### src/rtl/pdb_pkg.sv
package pdb_pkg;
  localparam int ADDR_W = 8;
  localparam int DATA_W = 32;
  localparam int PEER_W = 16;
  localparam int VEC_W  = 8;

  localparam logic [ADDR_W-1:0] OFS_MASK = 8'h00;
  localparam logic [ADDR_W-1:0] OFS_STAT = 8'h04;
  localparam logic [ADDR_W-1:0] OFS_POS  = 8'h08;
  localparam logic [ADDR_W-1:0] OFS_BELL = 8'h0C;

  // write decoding drops the byte lane bits
  function automatic logic [ADDR_W-1:0] word_offset(input logic [ADDR_W-1:0] a);
    return a & 8'hFC;
  endfunction

  function automatic logic [15:0] clip16(input logic [15:0] v, input logic [15:0] lim);
    return (v > lim) ? lim : v;
  endfunction

  function automatic logic [PEER_W-1:0] bell_peer(input logic [DATA_W-1:0] d);
    return d[31:16];
  endfunction

  function automatic logic [VEC_W-1:0] bell_vector(input logic [DATA_W-1:0] d);
    return d[7:0];
  endfunction
endpackage

### src/rtl/pdb_peer_table.sv
module pdb_peer_table
  import pdb_pkg::*;
#(
  parameter int MAX_PEERS = 16,
  parameter int PC_W      = $clog2(MAX_PEERS + 1),
  parameter int CNT_W     = VEC_W + 1,
  parameter int IDX_W     = $clog2(MAX_PEERS)
) (
  input  logic              clk,
  input  logic              rst_n,
  input  logic              cfg_valid,
  input  logic              cfg_set_peers,
  input  logic [15:0]       cfg_peer,
  input  logic [15:0]       cfg_value,
  output logic [PC_W-1:0]   peer_count,
  input  logic [PEER_W-1:0] query_peer,
  output logic [CNT_W-1:0]  query_count
);
  localparam logic [15:0] PEER_LIM = 16'(MAX_PEERS);
  localparam logic [15:0] VEC_LIM  = 16'(1 << VEC_W);

  logic [CNT_W-1:0] cnt_q [MAX_PEERS];
  logic             count_load;

  assign count_load = cfg_valid && !cfg_set_peers;

  always_ff @(posedge clk or negedge rst_n) begin
    if (!rst_n)
      peer_count <= '0;
    else if (cfg_valid && cfg_set_peers)
      peer_count <= PC_W'(clip16(cfg_value, PEER_LIM));
  end

  for (genvar g = 0; g < MAX_PEERS; g++) begin : g_entry
    always_ff @(posedge clk or negedge rst_n) begin
      if (!rst_n)
        cnt_q[g] <= '0;
      else if (count_load && cfg_peer == 16'(g))
        cnt_q[g] <= CNT_W'(clip16(cfg_value, VEC_LIM));
    end
  end

  always_comb begin
    if (query_peer < PEER_LIM)
      query_count = cnt_q[query_peer[IDX_W-1:0]];
    else
      query_count = '0;
  end

  AST_PEER_COUNT_BOUND: assert property (@(posedge clk) disable iff (!rst_n)
    32'(peer_count) <= MAX_PEERS);
  AST_COUNT_HELD: assert property (@(posedge clk) disable iff (!rst_n)
    !cfg_valid |=> $stable(peer_count));
endmodule

### src/rtl/pdb_irq_ctrl.sv
module pdb_irq_ctrl
  import pdb_pkg::*;
(
  input  logic              clk,
  input  logic              rst_n,
  input  logic              mask_we,
  input  logic              stat_we,
  input  logic [DATA_W-1:0] wdata,
  input  logic              stat_rd_clr,
  input  logic              event_in,
  input  logic              msi_mode,
  input  logic              pin_present,
  output logic [DATA_W-1:0] mask_q,
  output logic [DATA_W-1:0] stat_q,
  output logic              irq_level
);
  logic event_take;
  logic pending_any;

  assign event_take  = event_in && !msi_mode;
  assign pending_any = |(stat_q & mask_q);
  assign irq_level   = pending_any && !msi_mode && pin_present;

  always_ff @(posedge clk or negedge rst_n) begin
    if (!rst_n)
      mask_q <= '0;
    else if (mask_we)
      mask_q <= wdata;
  end

  // priority: local event, then register write, then read clear
  always_ff @(posedge clk or negedge rst_n) begin
    if (!rst_n)
      stat_q <= '0;
    else if (event_take)
      stat_q <= 32'd1;
    else if (stat_we)
      stat_q <= wdata;
    else if (stat_rd_clr)
      stat_q <= '0;
  end

  AST_MASK_STABLE: assert property (@(posedge clk) disable iff (!rst_n)
    !mask_we |=> $stable(mask_q));
  AST_READ_CLEARS: assert property (@(posedge clk) disable iff (!rst_n)
    (stat_rd_clr && !stat_we && !event_in) |=> stat_q == '0);
  AST_IRQ_GATED: assert property (@(posedge clk) disable iff (!rst_n)
    (msi_mode || !pin_present) |-> !irq_level);
  AST_EVENT_WRITES_ONE: assert property (@(posedge clk) disable iff (!rst_n)
    (event_in && !msi_mode) |=> stat_q == 32'd1);
  AST_MSI_EVENT_IGNORED: assert property (@(posedge clk) disable iff (!rst_n)
    (event_in && msi_mode && !stat_we && !stat_rd_clr) |=> $stable(stat_q));
endmodule

### src/rtl/pdb_doorbell_check.sv
module pdb_doorbell_check
  import pdb_pkg::*;
#(
  parameter int PC_W  = 5,
  parameter int CNT_W = VEC_W + 1
) (
  input  logic              clk,
  input  logic              rst_n,
  input  logic              bell_hit,
  input  logic [DATA_W-1:0] bell_data,
  input  logic [PC_W-1:0]   peer_count,
  output logic [PEER_W-1:0] query_peer,
  input  logic [CNT_W-1:0]  query_count,
  output logic              notify_valid,
  output logic [PEER_W-1:0] notify_peer,
  output logic [VEC_W-1:0]  notify_vector
);
  logic [VEC_W-1:0] bell_vec;
  logic             dest_ok;
  logic             vec_ok;
  logic             bell_take;
  logic             bell_unused_mid;

  assign query_peer      = bell_peer(bell_data);
  assign bell_vec        = bell_vector(bell_data);
  assign bell_unused_mid = ^bell_data[15:8];
  assign dest_ok         = 32'(query_peer) < 32'(peer_count);
  assign vec_ok          = 32'(bell_vec) < 32'(query_count);
  assign bell_take       = bell_hit && dest_ok && vec_ok;

  always_ff @(posedge clk or negedge rst_n) begin
    if (!rst_n) begin
      notify_valid  <= 1'b0;
      notify_peer   <= '0;
      notify_vector <= '0;
    end else begin
      notify_valid <= bell_take;
      if (bell_take) begin
        notify_peer   <= query_peer;
        notify_vector <= bell_vec;
      end
    end
  end

  AST_NOTIFY_FROM_WRITE: assert property (@(posedge clk) disable iff (!rst_n)
    notify_valid |-> $past(bell_hit));
  AST_DEST_REJECT: assert property (@(posedge clk) disable iff (!rst_n)
    (bell_hit && 32'(query_peer) >= 32'(peer_count)) |=> !notify_valid);
  AST_VEC_REJECT: assert property (@(posedge clk) disable iff (!rst_n)
    (bell_hit && 32'(bell_vec) >= 32'(query_count)) |=> !notify_valid);
endmodule

### src/rtl/peer_doorbell_regs.sv
module peer_doorbell_regs
  import pdb_pkg::*;
#(
  parameter int MAX_PEERS = 16
) (
  input  logic        clk,
  input  logic        rst_n,
  input  logic        wr_valid,
  input  logic [7:0]  wr_addr,
  input  logic [31:0] wr_data,
  input  logic        rd_valid,
  input  logic [7:0]  rd_addr,
  output logic        rd_resp_valid,
  output logic [31:0] rd_data,
  input  logic        cfg_valid,
  input  logic        cfg_set_peers,
  input  logic [15:0] cfg_peer,
  input  logic [15:0] cfg_value,
  input  logic [15:0] own_position,
  input  logic        msi_mode,
  input  logic        pin_present,
  input  logic        event_in,
  output logic        notify_valid,
  output logic [15:0] notify_peer,
  output logic [7:0]  notify_vector,
  output logic        irq_level
);
  localparam int PC_W  = $clog2(MAX_PEERS + 1);
  localparam int CNT_W = VEC_W + 1;
  localparam int IDX_W = $clog2(MAX_PEERS);

  logic [ADDR_W-1:0] wr_off;
  logic              mask_we, stat_we, bell_hit, stat_rd_clr;
  logic [DATA_W-1:0] mask_q, stat_q, rd_value;
  logic [PC_W-1:0]   peer_count;
  logic [PEER_W-1:0] query_peer;
  logic [CNT_W-1:0]  query_count;

  assign wr_off      = word_offset(wr_addr);
  assign mask_we     = wr_valid && wr_off == OFS_MASK;
  assign stat_we     = wr_valid && wr_off == OFS_STAT;
  assign bell_hit    = wr_valid && wr_off == OFS_BELL;
  assign stat_rd_clr = rd_valid && rd_addr == OFS_STAT;

  pdb_irq_ctrl u_irq (
    .clk(clk), .rst_n(rst_n), .mask_we(mask_we), .stat_we(stat_we),
    .wdata(wr_data), .stat_rd_clr(stat_rd_clr), .event_in(event_in),
    .msi_mode(msi_mode), .pin_present(pin_present), .mask_q(mask_q),
    .stat_q(stat_q), .irq_level(irq_level)
  );

  pdb_peer_table #(.MAX_PEERS(MAX_PEERS), .PC_W(PC_W), .CNT_W(CNT_W), .IDX_W(IDX_W)) u_table (
    .clk(clk), .rst_n(rst_n), .cfg_valid(cfg_valid), .cfg_set_peers(cfg_set_peers),
    .cfg_peer(cfg_peer), .cfg_value(cfg_value), .peer_count(peer_count),
    .query_peer(query_peer), .query_count(query_count)
  );

  pdb_doorbell_check #(.PC_W(PC_W), .CNT_W(CNT_W)) u_bell (
    .clk(clk), .rst_n(rst_n), .bell_hit(bell_hit), .bell_data(wr_data),
    .peer_count(peer_count), .query_peer(query_peer), .query_count(query_count),
    .notify_valid(notify_valid), .notify_peer(notify_peer), .notify_vector(notify_vector)
  );

  always_comb begin
    case (rd_addr)
      OFS_MASK: rd_value = mask_q;
      OFS_STAT: rd_value = stat_q;
      OFS_POS:  rd_value = {16'h0000, own_position};
      default:  rd_value = '0;
    endcase
  end

  always_ff @(posedge clk or negedge rst_n) begin
    if (!rst_n) begin
      rd_resp_valid <= 1'b0;
      rd_data       <= '0;
    end else begin
      rd_resp_valid <= rd_valid;
      rd_data       <= rd_valid ? rd_value : '0;
    end
  end

  AST_OWN_POSITION: assert property (@(posedge clk) disable iff (!rst_n)
    (rd_valid && rd_addr == OFS_POS) |=> rd_data == {16'h0000, $past(own_position)});
  AST_UNMAPPED_ZERO: assert property (@(posedge clk) disable iff (!rst_n)
    (rd_valid && rd_addr != OFS_MASK && rd_addr != OFS_STAT && rd_addr != OFS_POS)
      |=> rd_data == '0);
  AST_RESP_ONE_CYCLE: assert property (@(posedge clk) disable iff (!rst_n)
    rd_valid |=> rd_resp_valid);
endmodule

### config.mk
export PLATFORM = sky130hd
export DESIGN_NAME = peer_doorbell_regs
export DESIGN_NICKNAME = d
export VERILOG_FILES = /design/src/rtl/pdb_pkg.sv /design/src/rtl/pdb_peer_table.sv /design/src/rtl/pdb_irq_ctrl.sv /design/src/rtl/pdb_doorbell_check.sv /design/src/rtl/peer_doorbell_regs.sv
export SDC_FILE = /design/constraint.sdc
export NUM_CORES = 1
export LEC_CHECK = 0
export ABC_AREA = 1
export BUFFER_PORTS_ARGS = -buffer_cell sky130_fd_sc_hd__buf_4
export CAP_MARGIN = 20
export CORE_MARGIN = 2
export CORE_UTILIZATION = 55
export CTS_CLUSTER_SIZE = 40
export DETAILED_ROUTE_END_ITERATION = 8
export PLACE_DENSITY = 0.77
export SYNTH_ARGS = -nofsm -noshare
export SYNTH_HDL_FRONTEND = slang
export SYNTH_SLANG_ARGS = --single-unit
### constraint.sdc
create_clock -name clk -period 2.3 [get_ports clk]
set_input_delay 0.345 -clock clk [delete_from_list [all_inputs] [get_ports clk]]
set_output_delay 0.345 -clock clk [all_outputs]
set_load 0.02 [all_outputs]
==> impl_metrics.py, run 1 <==
metrics = {
    "setup_path": {
        "path_class": "flip-flop to flip-flop",
        "crit_path_max_incr_delay_ns": 0.40,
        "regToRegSetupSlack_ns": -0.11,
        "worstSetupEndpointType": "flip-flop",
        "worstPathMaxFanout": 5,
        "critical_path.cell_chain": "a21oi_1 -> a22oi_1 -> a221o_1 -> nand3_1 -> ha_4 -> buf_4 -> a211oi_2 -> nand2_2 -> nand2_4 -> nand2_8 -> buf_6 -> nand2_2 -> nand2_1",
        "arrival_ns": 2.86,
        "critPathMostFrequentCell": "nand2_2",
        "critPathSlowestCell": "dfrtp_1",
        "critPathRequiredTime_ns": 2.74,
        "start_kind": "flip-flop",
    },
    "timing": {
        "rsz0062_at_grt": "true",
        "setup_ws_ns": -0.113,
        "fin_skew_ns": 0.0137,
        "setup_viol": 25,
        "hold_ws_ns": 0.0174,
        "slew_violations": 0,
        "post-route-period-util_pct": 105,
        "tightest_slew_ns": 0.570,
        "max-slew-margin-rel_pct": 62.0,
        "hold_viol_final": 0,
        "min_period_ns": 2.41,
        "fmax_ghz": 0.414,
    },
    "layout": {
        "layout-drive-gt1-share_pct": 24.0,
        "fin_util_pct": 70.7,
        "diodes": 0,
        "regArea_sq_um": 6780,
        "syn_to_final_growth_pct": 25.3,
        "fillers": 1674,
        "multiInputGateArea_sq_um": 4870,
        "final_nets": 1759,
    },
    "cts": {
        "numCtsBuffers": 28,
        "h-tree-depth": 1,
        "cts_tree": "built",
        "clk_latency_ns": 0.55,
        "clk_pin_slew_ns": 0.06,
        "root_buffer": "clkbuf_16",
        "clock_sinks": 271,
        "clockBufferDepth": 3,
    },
    "yosys": {
        "synth_nets": 1549,
        "synth-seq-cells": 271,
        "synth.avg_cell_area_sq_um": 8.67,
        "synth_edf_count": 0,
        "yosysSeqAreaShare_pct": 54.6,
        "synth_area_sq_um": 12400,
        "yosys_warnings": 0,
        "ys_types": 40,
        "synth-async-reset-ratio_pct": 100,
        "syn_inst": 1433,
        "synth_top_flop_cell": "dfrtp_1",
    },
    "power_and_ir_drop": {
        "p_sw_share_pct": 23.3,
        "ir_worst_vdd_mv": 0.545,
        "powerDensity_nw_per_um2": 657,
        "power.share.combinational_pct": 7.7,
        "power_frac_clock_pct": 44.3,
        "p_seq_share_pct": 48.0,
        "internal_power_mw": 7.83,
        "p_total_mw": 10.2,
        "leakagePower_nw": 7.44,
        "p_switching_mw": 2.39,
    },
    "global_routing": {
        "grt_max_degree": 67,
        "grt_pass1_wl_um": 54000,
        "grt_pass1_vias": 10516,
        "grt_usage_pct": 28.2,
        "antenna_found_initial": 0,
        "overflow": 0,
    },
    "drt": {
        "wl_per_cell_um": 17.4,
        "viasPerCell": 5.60,
        "routed_wl_um": 33900,
        "drc_errors": 0,
        "vias": 10881,
        "drtAntennaViolNets": 0,
        "dr.first_iter.drc_count": 865,
        "firstDrtPassIters": 5,
    },
    "place": {
        "portBuffers": 161,
        "gp_congestion": 0.865,
        "dp_hpwl_um": 22900,
    },
    "die": {
        "start_util_pct": 56.4,
        "rows": 54,
        "die_w_um": 154,
        "die_h_um": 154,
        "core_sq_um": 22000,
        "dieArea_sq_um": 23800,
        "io-pin-count": 164,
    },
    "worst_hold_path": {
        "hold_class": "primary input to flip-flop",
    },
    "outcome": {
        "status": "finished with violations",
        "violations": "negative setup slack",
    },
    "flow_run": {
        "maxCapViolCount": 0,
    },
}
[placed cells by master, fill, tap and decap left out, types with 3 or more instances in the layout]
master / count
nand2_1: 416
dfrtp_1: 271
buf_4: 239
inv_1: 133
o21ai_1: 122
nand3_1: 65
a21oi_1: 62
o21ai_0: 50
o22ai_1: 36
nand2_2: 31
clkbuf_16: 28
nor2_1: 27
o21ai_2: 22
a22oi_1: 15
buf_12: 11
nand4_1: 10
clkinv_2: 10
o221ai_1: 9
o211ai_1: 9
ha_1: 9
nor3_1: 8
nor2_4: 8
a221o_1: 7
a21oi_2: 6
clkbuf_8: 6
nor2_2: 5
nand2_4: 4
clkbuf_1: 4
o311ai_2: 3
clkinv_8: 3
nor4_2: 3
buf_6: 3
[registers in the layout, indices dropped and copies added (netlist names)]
name,count
u_table.cnt_q,144
rd_data,32
u_irq.mask_q,32
u_irq.stat_q,32
u_bell.notify_peer,16
u_bell.notify_vector,8
u_table.peer_count,5
rd_resp_valid,1
u_bell.notify_valid,1
[layout make-up]
type / instances / share of cell area (%)
clock inverter: 13 / 0.812
timing repair buffer: 256 / 13.4
multi-input combinational: 947 / 31.3
clock buffer: 38 / 5.13
inverter: 138 / 3.44
timing repair inverter: 1 / 0.105
tap: 280 / 2.25
sequential: 271 / 43.6
[metrics by stage]
stage	setup TNS [ns]	worst slack, ns	area, sq um	instances
2_1_floorplan	-0.824	-0.0439	12500	1433
3_3_place_gp	-10.95	-0.456	14300	1880
3_5_place_dp	-12.48	-0.547	14300	1880
4_1_cts	-2.04	-0.120	15300	1935
5_1_grt	-4.80	-0.206	15600	1944
6_report	-2.23	-0.113	15600	1944
[routing by layer]
metal | vias to the layer above | share of wire [%] | track usage (%)
met4 | 0 | 3.0 | 8.86
met1 | 5200 | 41 | 37.0
met5 | - | 0 | 0
met2 | 445 | 49 | 48.7
met3 | 69 | 6.9 | 4.17
li1 | 5167 | - | -
[final timing paths]
path | depth (start not counted) | startpoint | to
worst min-delay path | 1 | rd_valid | rd_resp_valid
worst max-delay path | 13 | u_table.cnt_q[4] | u_bell.notify_vector[7]
worst max register to register | 13 | u_table.cnt_q[4] | u_bell.notify_vector[7]
worst min register to register | 2 | u_bell.notify_vector[4] | u_bell.notify_vector[4]
min in group asynchronous | 2 | rst_n | rd_data[27]
max in group asynchronous | 3 | rst_n | rd_data[18]
[power groups by stage]
| stage | sequential, mW | clock (mW) | combinational, mW |
|---|---|---|---|
| after global placement | 4.99 | 0 | 0.739 |
| after detailed placement | 4.99 | 0 | 0.757 |
| after floorplan | 4.98 | 0 | 0.327 |
| after CTS | 4.91 | 4.57 | 0.764 |
| after global routing | 4.92 | 4.76 | 0.870 |
| final | 4.91 | 4.52 | 0.786 |
[worst max-delay path, delay by kind of cell (launching register included)]
family	cells	cell delay, ns
buffers and inverters	2	0.29
flip-flops	1	0.40
AND/OR/NAND/NOR	6	0.61
AO/OA/AOI/OAI	4	0.80
adder cells (fa/ha/maj)	1	0.23
[timing repair]
action	CTS	global route
pin swaps	12	21
hold buffers	1	0
setup buffers	3	7
endpoints found under the hold margin	61	0
cloned	0	2
endpoints found under the setup margin	25	26
gates resized for setup	12	46
[synthesized netlist by cell type, drive strengths merged, types with 2 or more instances]
library cell	n	area (sq um)
inv	136	510
clkbuf	29	113
a22oi	16	120
clkinv	2	7.51
nand4	10	62.6
a32o	2	20.0
nor3	10	50.1
buf	49	358
nand2	451	1750
dfrtp	271	6780
o221ai	9	78.8
o21ai	195	1070
a21oi	68	340
nand3	66	330
nor4	3	31.3
o211ai	9	67.6
o311ai	5	43.8
a221o	7	70.1
ha	11	138
o22ai	36	225
nor3b	2	15.0
nor2	40	188
[cells by family after synthesis]
group / after synthesis / synth area share [%]
simple gates: 583 / 19.6
fa+ha+maj: 11 / 1.11
buf+inv: 216 / 7.96
flops: 271 / 54.6
compound gates: 352 / 16.8
Note: power is estimated with default switching activity, not from simulation.
==> run 2: changes to the inputs <==
Settings changed: CORE_UTILIZATION 55 to 40, PLACE_DENSITY 0.77 to 0.68.
Clock period 2.3 ns to 3 ns, I/O delays scaled along.
==> run 2 against run 1 <==
Against the previous run: the flow now finishes without violations; cell count up 4.0%; hold slack better by 0.13 ns; total power down 19%; sequential share of layout area up 0.90 points; sequential power down 23%; non-clock buffer count down 38.
==> impl_metrics.py, run 2 (synthesis gave the netlist of run 1 again) <==
metrics = {
    "die": {
        "core_sq_um": 30600,
        "dieArea_sq_um": 32500,
        "die_w_um": 180,
        "rows": 64,
        "io-pin-count": 164,
        "start_util_pct": 40.6,
        "die_h_um": 180,
    },
    "timing": {
        "max-slew-margin-rel_pct": 45.1,
        "hold_ws_ns": 0.150,
        "setup_viol": 0,
        "fmax_ghz": 0.386,
        "tightest_slew_ns": 0.822,
        "min_period_ns": 2.59,
        "hold_viol_final": 0,
        "rsz0062_at_grt": "false",
        "fin_skew_ns": 0.0167,
        "tns_ns": 0,
        "post-route-period-util_pct": 86.3,
        "slew_violations": 0,
    },
    "cts": {
        "cts_tree": "built",
        "clock_sinks": 271,
        "h-tree-depth": 1,
        "clk_pin_slew_ns": 0.06,
        "clk_latency_ns": 0.54,
        "root_buffer": "clkbuf_16",
        "numCtsBuffers": 28,
        "cts_resized": 0,
        "clockBufferDepth": 3,
    },
    "setup_path": {
        "path_class": "primary input to flip-flop",
        "worstPathMaxFanout": 14,
        "arrival_ns": 3.01,
        "start_kind": "primary input",
        "crit_path_max_incr_delay_ns": 0.67,
        "critical_path.cell_chain": "buf_4 -> inv_2 -> buf_4 -> a21oi_1 -> o311ai_0 -> nand3_1 -> ha_1 -> a21oi_1 -> nor2_1 -> nor2_4 -> nand2_4 -> inv_2 -> nor2_1",
        "critPathRequiredTime_ns": 3.42,
        "critPathSlowestCell": "o311ai_0",
        "worstSetupEndpointType": "flip-flop",
    },
    "layout": {
        "layout-drive-gt1-share_pct": 19.8,
        "fillers": 2899,
        "regArea_sq_um": 6780,
        "top_register": "u_table.cnt_q",
        "largest_reg_flops": 144,
        "final_common_cell": "nand2_1",
        "diodes": 0,
        "multiInputGateArea_sq_um": 4660,
        "syn_to_final_growth_pct": 22.8,
        "mostFrequentLayoutCells": "431 x nand2_1, 271 x dfrtp_1, 210 x buf_4",
        "final_nets": 1719,
        "final_cells": 2021,
    },
    "place": {
        "portBuffers": 161,
        "dp.cells": 1968,
        "gp_congestion": 0.884,
        "dp_hpwl_um": 23400,
    },
    "power_and_ir_drop": {
        "leakagePower_nw": 7.25,
        "ir_worst_vdd_mv": 0.448,
        "powerDensity_nw_per_um2": 545,
    },
    "drt": {
        "wl_per_cell_um": 16.7,
        "dr.first_iter.drc_count": 896,
        "viasPerCell": 5.17,
        "routed_wl_um": 33800,
        "drtAntennaViolNets": 0,
        "firstDrtPassIters": 6,
        "vias": 10446,
        "drc_errors": 0,
    },
    "global_routing": {
        "grt_max_degree": 130,
        "grt_pass1_vias": 10301,
        "grt_usage_pct": 20.6,
        "overflow": 0,
        "grt_pass1_wl_um": 54700,
        "antenna_found_initial": 0,
    },
    "outcome": {
        "status": "completed",
    },
    "flow_run": {
        "maxCapViolCount": 0,
    },
    "worst_hold_path": {
        "hold_class": "primary input to flip-flop",
    },
}
[run 2: cell count changes in the layout (fill, tap and decap cells not counted), moves of 4 or more]
cell	previous run	this run
nor2_1	27	35
a21oi_2	6	0
nand2_2	31	19
clkinv_2	10	6
nand2_1	416	431
buf_12	11	6
a21oi_1	62	68
o311ai_0	1	5
nor2_2	5	0
bufinv_16	2	7
buf_4	239	210
[run 2: power breakdown]
part	switching (mW)	internal [mW]	leakage, nW
Combinational	0.339	0.227	3.02
Clock	1.45	2.53	0.533
Sequential	0.0405	3.72	3.70
Total	1.83	6.48	7.25
[run 2: timing repair]
action                    4_1_cts  5_1_grt
hold endpoints to repair       34        0
setup buffers                   0        0
hold buffers                    1        0
[run 2: worst paths after layout]
path / endpoint / from / slack [ns] / depth (start not counted)
setup / recovery: u_bell.notify_peer[8] / wr_data[16] / 0.41 / 13
hold / removal: rd_resp_valid / rd_valid / 0.15 / 1
setup reg to reg: u_bell.notify_peer[8] / u_table.cnt_q[132] / 0.41 / 12
hold reg to reg: u_bell.notify_vector[1] / u_bell.notify_vector[1] / 0.47 / 2
max in group asynchronous: u_table.cnt_q[31] / rst_n / 1.62 / 3
min in group asynchronous: rd_data[3] / rst_n / 0.37 / 2
[run 2: worst max-delay path, delay by kind of cell]
family,cells,cell delay (ns)
adder cells (fa/ha/maj),1,0.35
buffers and inverters,4,0.70
AO/OA/AOI/OAI,3,0.86
AND/OR/NAND/NOR,5,0.62
[run 2: metrics by stage]
step | util (%) | setup slack (ns) | power (mW) | instance area [sq um]
floorplan | - | 0.251 | 4.05 | 12400
global placement | 46.3 | -0.0422 | 4.38 | 14200
detailed placement | 46.3 | -0.109 | 4.39 | 14200
CTS | 49.9 | 0.417 | 8.37 | 15200
global route | 49.9 | 0.173 | 8.60 | 15200
finish | 49.9 | 0.411 | 8.31 | 15200
[run 2: per-layer routing]
metal	wire, um	share of wire (%)	track usage, %
met1	14800	44	27.2
met3	1810	5.4	2.91
met4	966	2.9	6.71
met5	0	0	0
met2	16200	48	35.0
[run 2: area by class of cell]
cell class / instances / share of cell area, %
clock inverters: 14 / 1.62
flip-flops and latches: 271 / 44.5
inverters: 138 / 3.40
well taps: 396 / 3.25
clock buffers: 38 / 5.44
repair buffers: 218 / 11.3
multi-input cells: 946 / 30.5
==> run 3: changes to the inputs <==
Settings changed: CTS_CLUSTER_DIAMETER from default to 30, RECOVER_POWER from default to 25.
==> run 3 against run 2 <==
Against the previous run: the run now ends with max-capacitance violations, max-slew violations left; sequential power barely moved; clock skew rose by 0.0088 ns; global-route usage is 0.64 points higher; critical path depth increased by 2; register-to-register slack better by 0.03 ns; cell area grew 4.7%; combinational power about the same; hold slack gained 0.025 ns; maximum frequency is 1.2% higher; count of clock-buffer cells in the layout is 23 higher; utilization is 2.3 points higher; first-iteration DRC count fell by 0.11%; largest cell class unchanged; largest power group unchanged.
==> impl_metrics.py, run 3 (synthesis gave the netlist of run 1 again) <==
metrics = {
    "layout": {
        "fillers": 2827,
        "diodes": 0,
        "mostFrequentLayoutCells": "431 x nand2_1, 271 x dfrtp_1, 205 x buf_4",
        "top_register": "u_table.cnt_q",
        "syn_to_final_growth_pct": 28.5,
        "final_common_cell": "nand2_1",
        "final_nets": 1741,
        "layout-drive-gt1-share_pct": 21.1,
        "largest_reg_flops": 144,
    },
    "cts": {
        "numCtsBuffers": 50,
        "root_buffer": "clkbuf_16",
        "hold_buffers": 1,
        "h-tree-depth": 2,
        "clockBufferDepth": 3,
        "clk_latency_ns": 0.55,
        "post-cts-setup-buffers": 0,
        "cts_tree": "built",
        "clock_sinks": 271,
        "cts_resized": 0,
        "clk_pin_slew_ns": 0.05,
    },
    "drt": {
        "wl_per_cell_um": 16.7,
        "drc_errors": 0,
        "vias": 10686,
        "firstDrtPassIters": 6,
        "viasPerCell": 5.18,
        "dr.first_iter.drc_count": 895,
        "routed_wl_um": 34500,
        "drtAntennaViolNets": 0,
    },
    "setup_path": {
        "critical_path.cell_chain": "nand2_1 -> nand2_1 -> a21oi_1 -> o311ai_0 -> buf_4 -> nand3_1 -> ha_1 -> a21oi_1 -> nor2_1 -> a211oi_1 -> nand2_1 -> nand2_2 -> nand2_4 -> inv_2 -> nor2_1",
        "crit_buf_inv": 2,
        "crit_family": "compound AO/OA/AOI/OAI gates",
        "worstSetupEndpointType": "flip-flop",
        "regToRegSetupSlack_ns": 0.44,
        "critPathSlowestCell": "o311ai_0",
        "arrival_ns": 2.99,
        "critPathMostFrequentCell": "nand2_1",
        "crit_path_max_incr_delay_ns": 0.39,
        "critPathRequiredTime_ns": 3.43,
        "worstPathMaxFanout": 14,
        "start_kind": "flip-flop",
        "path_class": "flip-flop to flip-flop",
    },
    "flow_run": {
        "maxCapViolCount": 2,
    },
    "timing": {
        "setup_viol": 0,
        "tightest_slew_ns": 1.79,
        "fin_skew_ns": 0.0255,
        "rsz0062_at_grt": "false",
        "max-slew-margin-rel_pct": -19.6,
        "hold_ws_ns": 0.175,
        "slew_violations": 100,
        "fmax_ghz": 0.391,
        "min_period_ns": 2.56,
        "post-route-period-util_pct": 85.3,
        "hold_viol_final": 0,
    },
    "place": {
        "portBuffers": 161,
        "gp_congestion": 0.884,
        "dp_hpwl_um": 23400,
    },
    "die": {
        "io-pin-count": 164,
        "die_w_um": 180,
        "die_h_um": 180,
        "start_util_pct": 40.6,
        "core_sq_um": 30600,
        "rows": 64,
        "dieArea_sq_um": 32500,
    },
    "outcome": {
        "status": "finished with violations",
        "violations": "max-capacitance violations, max-slew violations",
    },
    "worst_hold_path": {
        "hold_class": "primary input to flip-flop",
    },
    "global_routing": {
        "overflow": 0,
        "grt_max_degree": 130,
        "grt_pass1_vias": 10690,
        "grt_pass1_wl_um": 56000,
        "antenna_found_initial": 0,
        "grt_usage_pct": 21.2,
    },
    "power_and_ir_drop": {
        "p_total_mw": 10.3,
        "leakagePower_nw": 7.57,
        "ir_worst_vdd_mv": 0.366,
        "powerDensity_nw_per_um2": 646,
    },
}
[run 3: path summary, 6_finish.rpt]
check	start	endpoint	cells after the start
setup / recovery	u_table.cnt_q[128]	u_bell.notify_peer[7]	15
hold / removal	wr_data[3]	u_bell.notify_vector[3]	3
setup reg to reg	u_table.cnt_q[128]	u_bell.notify_peer[7]	15
hold reg to reg	u_bell.notify_vector[5]	u_bell.notify_vector[5]	2
max in group asynchronous	rst_n	u_table.cnt_q[98]	3
min in group asynchronous	rst_n	rd_data[3]	2
[run 3: cell type report]
class	count	area, sq um	area share, %
inverter	138	518	3.25
timing repair buffer	218	1690	10.6
tap	396	495	3.10
multi-input combinational	946	4650	29.1
clock inverter	33	488	3.06
clock buffer	61	1330	8.36
sequential	271	6780	42.5
[run 3: power by group]
part | internal, mW | switching (mW) | total (mW)
Sequential | 3.73 | 0.0421 | 3.77
Clock | 4.05 | 1.93 | 5.98
Combinational | 0.223 | 0.341 | 0.563
[run 3: tightest hold or removal path, cell delays in order]
cell	delay [ns]
buf_4	0.11
nand3_1	0.07
nand2_1	0.06
[run 3: stage by stage]
stage                     setup WS [ns]  TNS [ns]  util [%]  instances  area, sq um
final                             0.441         0      52.2       2063        16000
after CTS                         0.430         0      52.3       2063        16000
after floorplan                   0.251         0         -       1433        12400
after global placement          -0.0422    -0.599      46.3       1968        14200
after detailed placement         -0.109     -1.94      46.3       1968        14200
after global routing              0.162         0      52.2       2063        16000
[run 3: routing by layer]
layer  GRT usage [%]  routed length (um)
met1            27.2               14600
met5               0                   0
met3            3.64                2040
met2            36.5               16900
met4            6.94                 945
